File: src/rtl/fem_pkg.sv
package fem_pkg;
   // How a length write relates to the frame in progress
   typedef enum logic [1:0] {
      WR_NONE     = 2'd0,
      WR_BOUNDARY = 2'd1,
      WR_MIDFRAME = 2'd2
   } wr_kind_e;
endpackage

File: src/rtl/fem_len_reg.sv
module fem_len_reg #(
   parameter int LEN_W   = 16,
   parameter int DEF_LEN = 16
) (
   input  logic             clk,
   input  logic             rst_n,
   input  logic             wr_en,
   input  logic [LEN_W-1:0] wr_len,
   output logic [LEN_W-1:0] eff_len
);
   localparam logic [LEN_W-1:0] RST_VAL = LEN_W'(DEF_LEN);
   localparam logic [LEN_W-1:0] ONE     = LEN_W'(1);

   logic [LEN_W-1:0] len_q;

   always_ff @(posedge clk) begin
      if (!rst_n)     len_q <= RST_VAL;
      else if (wr_en) len_q <= wr_len;
   end

   // zero is treated as a one-beat frame
   always_comb eff_len = (len_q == '0) ? ONE : len_q;

   p_len_capture_r4: assert property (@(posedge clk) disable iff (!rst_n)
      wr_en |=> len_q == $past(wr_len));
   p_len_nonzero_r6: assert property (@(posedge clk) disable iff (!rst_n)
      eff_len != '0);
endmodule

File: src/rtl/fem_beat_ctr.sv
module fem_beat_ctr
   import fem_pkg::*;
#(
   parameter int LEN_W = 16
) (
   input  logic             clk,
   input  logic             rst_n,
   input  logic             beat_acc,
   input  logic             wr_en,
   input  logic [LEN_W-1:0] eff_len,
   output logic             last_flag
);
   localparam logic [LEN_W-1:0] ONE = LEN_W'(1);

   logic [LEN_W-1:0] cnt_q;
   logic             force_q;
   logic             open_after;
   wr_kind_e         wr_kind;

   always_comb begin
      last_flag = force_q || (cnt_q >= (eff_len - ONE));
      // frame still open once this cycle's beat (if any) is counted
      if (beat_acc) open_after = !last_flag;
      else          open_after = (cnt_q != '0) || force_q;
      if (!wr_en)          wr_kind = WR_NONE;
      else if (open_after) wr_kind = WR_MIDFRAME;
      else                 wr_kind = WR_BOUNDARY;
   end

   always_ff @(posedge clk) begin
      if (!rst_n) begin
         cnt_q   <= '0;
         force_q <= 1'b0;
      end else begin
         unique case (wr_kind)
            WR_MIDFRAME: begin
               cnt_q   <= '0;
               force_q <= 1'b1;
            end
            WR_BOUNDARY: begin
               cnt_q   <= '0;
               force_q <= 1'b0;
            end
            default: begin
               if (beat_acc) begin
                  if (last_flag) begin
                     cnt_q   <= '0;
                     force_q <= 1'b0;
                  end else begin
                     cnt_q <= cnt_q + ONE;
                  end
               end
            end
         endcase
      end
   end

   p_cnt_in_range_r2: assert property (@(posedge clk) disable iff (!rst_n)
      cnt_q < eff_len);
   p_idle_hold_r3: assert property (@(posedge clk) disable iff (!rst_n)
      (!beat_acc && !wr_en) |=> ($stable(cnt_q) && $stable(force_q)));
   p_wrap_after_last_r2: assert property (@(posedge clk) disable iff (!rst_n)
      (beat_acc && last_flag && !wr_en) |=> (cnt_q == '0 && !force_q));
   p_write_clears_r7: assert property (@(posedge clk) disable iff (!rst_n)
      wr_en |=> cnt_q == '0);
   p_midframe_forces_r7: assert property (@(posedge clk) disable iff (!rst_n)
      (wr_en && !beat_acc && cnt_q != '0) |=> last_flag);
endmodule

File: src/rtl/frame_end_marker.sv
module frame_end_marker #(
   parameter int DATA_W  = 32,
   parameter int LEN_W   = 16,
   parameter int DEF_LEN = 16
) (
   input  logic              clk,
   input  logic              rst_n,
   input  logic              cfg_wr_en,
   input  logic [LEN_W-1:0]  cfg_wr_len,
   input  logic [DATA_W-1:0] s_data,
   input  logic              s_valid,
   output logic              s_ready,
   output logic [DATA_W-1:0] m_data,
   output logic              m_valid,
   input  logic              m_ready,
   output logic              m_last
);
   localparam longint LEN_MAX = (64'd1 << LEN_W) - 1;

   generate
      if (DATA_W < 1) begin : g_bad_data_w
         $error("DATA_W must be at least 1");
      end
      if (LEN_W < 1 || LEN_W > 32) begin : g_bad_len_w
         $error("LEN_W must be within 1..32");
      end
      if (DEF_LEN < 0 || longint'(DEF_LEN) > LEN_MAX) begin : g_bad_def
         $error("DEF_LEN does not fit in LEN_W bits");
      end
   endgenerate

   logic [LEN_W-1:0] eff_len;
   logic             beat_acc;

   assign m_data   = s_data;
   assign m_valid  = s_valid;
   assign s_ready  = m_ready;
   assign beat_acc = s_valid && m_ready;

   fem_len_reg #(.LEN_W(LEN_W), .DEF_LEN(DEF_LEN)) u_len (
      .clk     (clk),
      .rst_n   (rst_n),
      .wr_en   (cfg_wr_en),
      .wr_len  (cfg_wr_len),
      .eff_len (eff_len)
   );

   fem_beat_ctr #(.LEN_W(LEN_W)) u_ctr (
      .clk       (clk),
      .rst_n     (rst_n),
      .beat_acc  (beat_acc),
      .wr_en     (cfg_wr_en),
      .eff_len   (eff_len),
      .last_flag (m_last)
   );

   p_stall_stable_r5: assert property (@(posedge clk) disable iff (!rst_n)
      (m_valid && !m_ready && !cfg_wr_en) |=> $stable(m_last));
   p_pass_through_r1: assert property (@(posedge clk) disable iff (!rst_n)
      s_ready == m_ready);
endmodule

File: config.mk
export PLATFORM = sky130hd
export DESIGN_NAME = frame_end_marker
export DESIGN_NICKNAME = d
export VERILOG_FILES = /design/src/rtl/fem_pkg.sv /design/src/rtl/fem_len_reg.sv /design/src/rtl/fem_beat_ctr.sv /design/src/rtl/frame_end_marker.sv
export SDC_FILE = /design/constraint.sdc
export NUM_CORES = 1
export LEC_CHECK = 0
export BUFFER_PORTS_ARGS = -buffer_cell sky130_fd_sc_hd__buf_2
export CORE_UTILIZATION = 47
export CTS_BUF_LIST = sky130_fd_sc_hd__clkbuf_8
export DETAILED_ROUTE_END_ITERATION = 10
export PLACE_DENSITY = 0.8
export SKIP_CTS_REPAIR_TIMING = 1
export SLEW_MARGIN = 20
export SYNTH_ARGS = -nofsm -noshare
export SYNTH_HDL_FRONTEND = slang
export SYNTH_SLANG_ARGS = --single-unit
export TNS_END_PERCENT = 50
File: constraint.sdc
create_clock -name clk -period 2.9 [get_ports clk]
set_clock_uncertainty 0.15 [all_clocks]
set_input_delay 0.29 -clock clk [delete_from_list [all_inputs] [get_ports clk]]
set_output_delay 0.29 -clock clk [all_outputs]
set_load 0.005 [all_outputs]
# Word-level counts from Yosys, hierarchy flattened
# Cells that the tools add are included.
[op_classes]
add_sub_neg = 2
order_cmp = 1
n_eq_ne = 2
muxes = 8
n_bitwise = 1
n_reduce_logical = 10
[op_table]
columns = ["cell", "n"]
rows = [
  ["2-to-1 mux 16 bit", 2],
  ["adder 16 x 1 -> 16 bit, second input constant", 1],
  ["greater-or-equal comparator 16 bit", 1],
  ["zero test 16 bit", 1],
  ["nonzero test 16 bit", 1],
  ["subtractor 16 x 1 -> 16 bit, second input constant", 1],
  ["nonzero test 3 bit", 2],
  ["2-to-1 mux 2 bit", 2],
  ["2-to-1 mux 1 bit", 3],
  ["OR reduction 3 bit", 1],
  ["equality test 2 x 1 -> 1 bit, second input constant", 1],
  ["equality test 2 bit, second input constant", 1],
  ["logical OR 1 bit", 2],
  ["one-hot mux 1 bit (2 select lines)", 1],
  ["AND reduction 2 bit", 1],
  ["logical AND 1 bit", 1],
  ["zero test 1 bit", 1],
  ["inverter 1 bit", 1],
]
[totals]
ff_bits = 33
inputBits = 53
out_inout_bits = 35
elab_cells = 27

# Longest topological paths before layout
[depth]
word_depth = 12
ltp_mapped = 14
depth_no_buf = 13

# Hierarchy
# Synthesis repeated with hierarchy kept, for this count alone.
[unflattened]
cells_unflattened = 276
hier_area_um2 = 2366.0
[modules_own_cells]
columns = ["mod", "n_inst", "cells_per_inst", "area_each_um2", "seq_area_each_um2"]
rows = [
  ["fem_beat_ctr", 1, 170, 1401.3, 340.3],
  ["fem_len_reg", 1, 71, 703.2, 320.3],
  ["frame_end_marker", 1, 35, 261.5, 0.0],
]

# Least setup slack after synthesis
# Ideal clock, no wire load.
[synth_timing]
path_type = "reg2reg"
startpoint = "register u_len.len_q[11]"
endpoint = "register u_ctr.cnt_q[10]"
arrival_time_ns = 2.921
required_time_ns = 2.612
path_slack_ns = -0.309
stages_incl_launch_ff = 15
path_buffers = 1
synth_period_minus_slack_ns = 3.209
path_cell_list = "dfxtp_1 > or4_1 > nor2_1 > a31oi_1 > ha_1 > nand2b_1 > nor3_1 > xnor2_1 > ha_1 > nand4_1 > nor3_1 > a31oi_2 > a31oi_4 > buf_6 > nor3_2"
[synth_via]
elab_chain_cells = 11
elab_cells_between_ends = 13
cone_classes = "add/sub (1); order compare (1); eq/ne (2); mux (5); reduce/logical (4)"
[synth_lines]
columns = ["item", "line_no", "source"]
rows = [
  ["from (decl)", "fem_len_reg.sv:14", "logic [LEN_W-1:0] len_q;"],
  ["from (signal assigned)", "fem_len_reg.sv:18", "else if (wr_en) len_q <= wr_len;"],
  ["zero test 16 bit", "fem_len_reg.sv:22", "always_comb eff_len = (len_q == '0) ? ONE : len_q;"],
  ["2-to-1 mux 16 bit *", "fem_len_reg.sv:22", ""],
  ["subtractor 16 x 1 -> 16 bit *", "fem_beat_ctr.sv:21", "last_flag = force_q || (cnt_q >= (eff_len - ONE));"],
  ["greater-or-equal comparator 16 bit *", "fem_beat_ctr.sv:21", ""],
  ["logical OR 1 bit *", "fem_beat_ctr.sv:21", ""],
  ["zero test 1 bit", "fem_beat_ctr.sv:23", "if (beat_acc) open_after = !last_flag;"],
  ["2-to-1 mux 1 bit", "fem_beat_ctr.sv:23", ""],
  ["2-to-1 mux 2 bit", "fem_beat_ctr.sv:26", "else if (open_after) wr_kind = WR_MIDFRAME;"],
  ["2-to-1 mux 2 bit", "fem_beat_ctr.sv:25", "if (!wr_en) wr_kind = WR_NONE;"],
  ["equality test 2 bit or equality test 2 x 1 -> 1 bit (tied branches)", "fem_beat_ctr.sv:35", "unique case (wr_kind)"],
  ["OR reduction 3 bit (no line)", "--", ""],
  ["to (signal assigned)", "fem_beat_ctr.sv:50", "cnt_q <= cnt_q + ONE;"],
  ["to (decl)", "fem_beat_ctr.sv:15", "logic [LEN_W-1:0] cnt_q;"],
]
# Every way passes the cells marked *; elsewhere a longest branch is shown, timed or not.
# A chain may end at the register's enable or synchronous reset.

# Worst setup path in the final report
[layout_timing]
startpoint = "register u_len.len_q[14]"
endpoint = "output m_last"
[layout_via]
elab_chain_cells = 5
[layout_lines]
columns = ["item", "line_no", "source"]
rows = [
  ["zero test 16 bit", "fem_len_reg.sv:22", ""],
  ["2-to-1 mux 16 bit *", "fem_len_reg.sv:22", ""],
  ["subtractor 16 x 1 -> 16 bit *", "fem_beat_ctr.sv:21", ""],
  ["greater-or-equal comparator 16 bit *", "fem_beat_ctr.sv:21", ""],
  ["logical OR 1 bit *", "fem_beat_ctr.sv:21", ""],
  ["to (decl)", "frame_end_marker.sv:16", "output logic m_last"],
]
# Marked as above.

==> flow_summary_export.csv <==
group,metric,value,unit
timing,max_freq,296.0,MHz
timing,hold_viol,0,
place,place_area,2576,um^2
worst_hold_path,worstHoldStart,"cfg_wr_len[4]",
status,violations,"negative setup slack",
clock_tree,cts_tree,"done",
timing,layout_worst_path_cycle_share,116.5,%
detailed_routing,vias,1821,
pwr,p_per_area,378.2,nW/um^2
detailed_routing,routedWlPerCell,14.09,um
timing,tightestPinTransition,0.3976,ns
timing,maxSlewHeadroom,73.27,%
logic_synthesis,synth-seq-area-share,27.44,%
critical_path,arrival,2.94,ns
logic_synthesis,netlist_area,2407,um^2
floorplanning,dieArea,5412,um^2
clock_tree,clkSinkCount,33,
grt,antenna_found_initial,0,
floorplanning,io_pins,88,
place,post-dp-hpwl,3633,um
grt,grt_pass1_vias,1769,
critical_path,critPathCaptureType,"output pin",
critical_path,cp_max_fo,6,
detailed_routing,via_per_inst,5.233,
grt,grt-ovfl-total,0,
clock_tree,clk_pin_slew,0.07,ns
timing,setup_slack,-0.4780,ns
detailed_routing,drc,0,
floorplanning,die_h,73.57,um
grt,busiest_layer,"met2",
clock_tree,h-tree-depth,2,
timing,holdWs,0.08057,ns
critical_path,timing.rr.start,"u_len.len_q[14]",
logic_synthesis,synth.distinct_cells,41,
clock_tree,clk_latency,0.29,ns
logic_synthesis,syn_nets,335,
place,io_buffers,23,
worst_hold_path,whs_endpoint,"u_len.len_q[4]",
critical_path,rr_worst_depth,15,
floorplanning,fp.coreArea,4817,um^2
status,status,"finished, violations left",
finish,finalNetCount,353,
clock_tree,numCtsBuffers,5,
timing,fin_crit,3.378,ns
grt,grt_pass1_wl,7921,um
critical_path,r2r-end,"u_ctr.cnt_q[9]",
logic_synthesis,syn_inst,263,
logic_synthesis,ys_seq_elements,33,
finish,drive_gt1_share,33.81,%
critical_path,crit_path_start_kind,"register",
finish,diodes,0,
finish,layout_commonest_cell,"dfxtp_1",
pwr,ir_drop,0.2951,mV
detailed_routing,drtIter0Drc,132,
floorplanning,start_util,49.97,%
pwr,leakagePower,1.104,nW
job,maxCapViolCount,0,
finish,design_area,2779,um^2
timing,tns,-6.395,ns
grt,globalRouteTotalUtil,19.20,%
critical_path,crit_required,2.46,ns
critical_path,critical_path_class,"register to output pin",
grt,grt_start_max_net_pins,19,
grt,grtUsageMet2,32.42,%
timing,maxSlewViolCount,0,
logic_synthesis,synth_area_leaders,"dfxtp_1 (27%), buf_4 (11%), ha_1 (9.9%), mux2i_1 (6.7%), xnor2_1 (5.5%)",
detailed_routing,ant_nets,0,
place,gp_congestion,0.8288,
timing,setup_violations,18,
clock_tree,root_buffer,"clkbuf_8",
detailed_routing,firstDrtPassIters,4,
finish,mostFrequentLayoutCells,"dfxtp_1 (32), buf_4 (26), buf_2 (23), ha_1 (18)",
grt,grtUsageMet1,23.01,%
timing,grt_setup_unrepaired,"true",
worst_hold_path,hold_path.class,"primary input to register",
critical_path,rrSetupSlack,-0.40,ns
logic_synthesis,ys_warn_count,0,
detailed_routing,wl,4903,um
grt,gr-usage-met3,4.252,%
place,dp_slack,-0.2681,ns
floorplanning,rows,25,
logic_synthesis,synth_top_cell_area_share,27.44,%
finish,area_growth,15.44,%
floorplanning,die_x,73.57,um
logic_synthesis,synth_top_cell_by_area,"dfxtp_1",
worst_hold_path,hold_depth,3,
finish,fillCellCount,447,
clock_tree,cts_buffer_depth,2,
logic_synthesis,syn-mean-instance-area,9.153,um^2
[report_power, final]
part / switching, mW / leakage [nW] / internal, mW / total, mW
combinational: 0.111 / 0.786 / 0.113 / 0.223
sequential: 0.0118 / 0.270 / 0.468 / 0.480
clock: 0.163 / 0.0485 / 0.185 / 0.348
total: 0.286 / 1.10 / 0.765 / 1.05
[per-layer routing]
metal,vias up,routed length (um)
met5,-,0
met4,0,86
li1,919,-
met2,40,2426
met3,15,223
met1,847,2166
[synth_stat cells (all sizes together)]
cell type / number
buf: 38
dfxtp: 33
nor3: 21
ha: 19
nand2: 17
mux2i: 16
nor2b: 15
xnor2: 15
nor2: 12
xor2: 12
nand4: 8
a21oi: 7
nand2b: 7
nand3: 7
nor4: 7
inv: 5
o21ai: 5
or3: 4
a31oi: 3
and4: 2
clkbuf: 2
a2111o: 1
a2111oi: 1
a311oi: 1
and2: 1
and3: 1
nor3b: 1
or4: 1
or4b: 1
[worst max-delay path: stages (launching register included)]
cell and delay, ns:
dfxtp_2 0.33, or4_4 0.55, nor2_4 0.13, a31oi_4 0.11
ha_4 0.19, nand2b_4 0.11, nor3_1 0.07, xnor2_1 0.12
ha_1 0.29, nand4_1 0.15, a311oi_2 0.29, a31oi_2 0.07
nand3_1 0.13, buf_2 0.12
[worst max path at each step]
stage / end / from
3_3_place_gp: m_last / u_len.len_q[14]
4_1_cts: m_last / u_len.len_q[14]
3_5_place_dp: u_ctr.cnt_q[2] / u_len.len_q[14]
6_report: m_last / u_len.len_q[14]
5_1_grt: m_last / u_len.len_q[14]
2_1_floorplan: u_ctr.cnt_q[15] / u_len.len_q[14]
[cells by family (layout without fill, tap and decap cells)]
| family | count (synthesis) | in the layout | synth area share (%) |
|---|---|---|---|
| buffers and inverters | 45 | 63 | 12.73 |
| and+or+nand+nor | 105 | 105 | 27.34 |
| AOI/OAI and AO/OA | 18 | 18 | 6.133 |
| muxes | 16 | 16 | 6.653 |
| adders and majority gates | 19 | 19 | 9.875 |
| DFF | 33 | 33 | 27.44 |
| xor gates and xnor gates | 27 | 27 | 9.823 |
[per-stage QoR]
| step | util (%) | power (mW) | instances |
|---|---|---|---|
| 3_3_place_gp | 53.48 | 0.6939 | 339 |
| 5_1_grt | 57.69 | 1.097 | 348 |
| 2_1_floorplan | - | 0.6616 | 263 |
| 3_5_place_dp | 53.48 | 0.7012 | 339 |
| 6_report | 57.69 | 1.051 | 348 |
| 4_1_cts | 55.27 | 1.047 | 346 |
[cell type report]
class / count / area (um^2) / share of cell area, %
Multi-Input combinational cell: 185 / 1573 / 56.60
Sequential cell: 33 / 661.9 / 23.82
Timing Repair Buffer: 51 / 355.3 / 12.79
Tap cell: 67 / 83.83 / 3.017
Clock buffer: 6 / 82.58 / 2.972
Inverter: 5 / 18.77 / 0.6754
Clock inverter: 1 / 3.754 / 0.1351
[state kept, by name, indices dropped and copies added (netlist names)]
signal,cells
u_ctr.cnt_q,16
u_ctr.force_q,1
u_len.len_q,16
(Power assumes the default switching activity.)
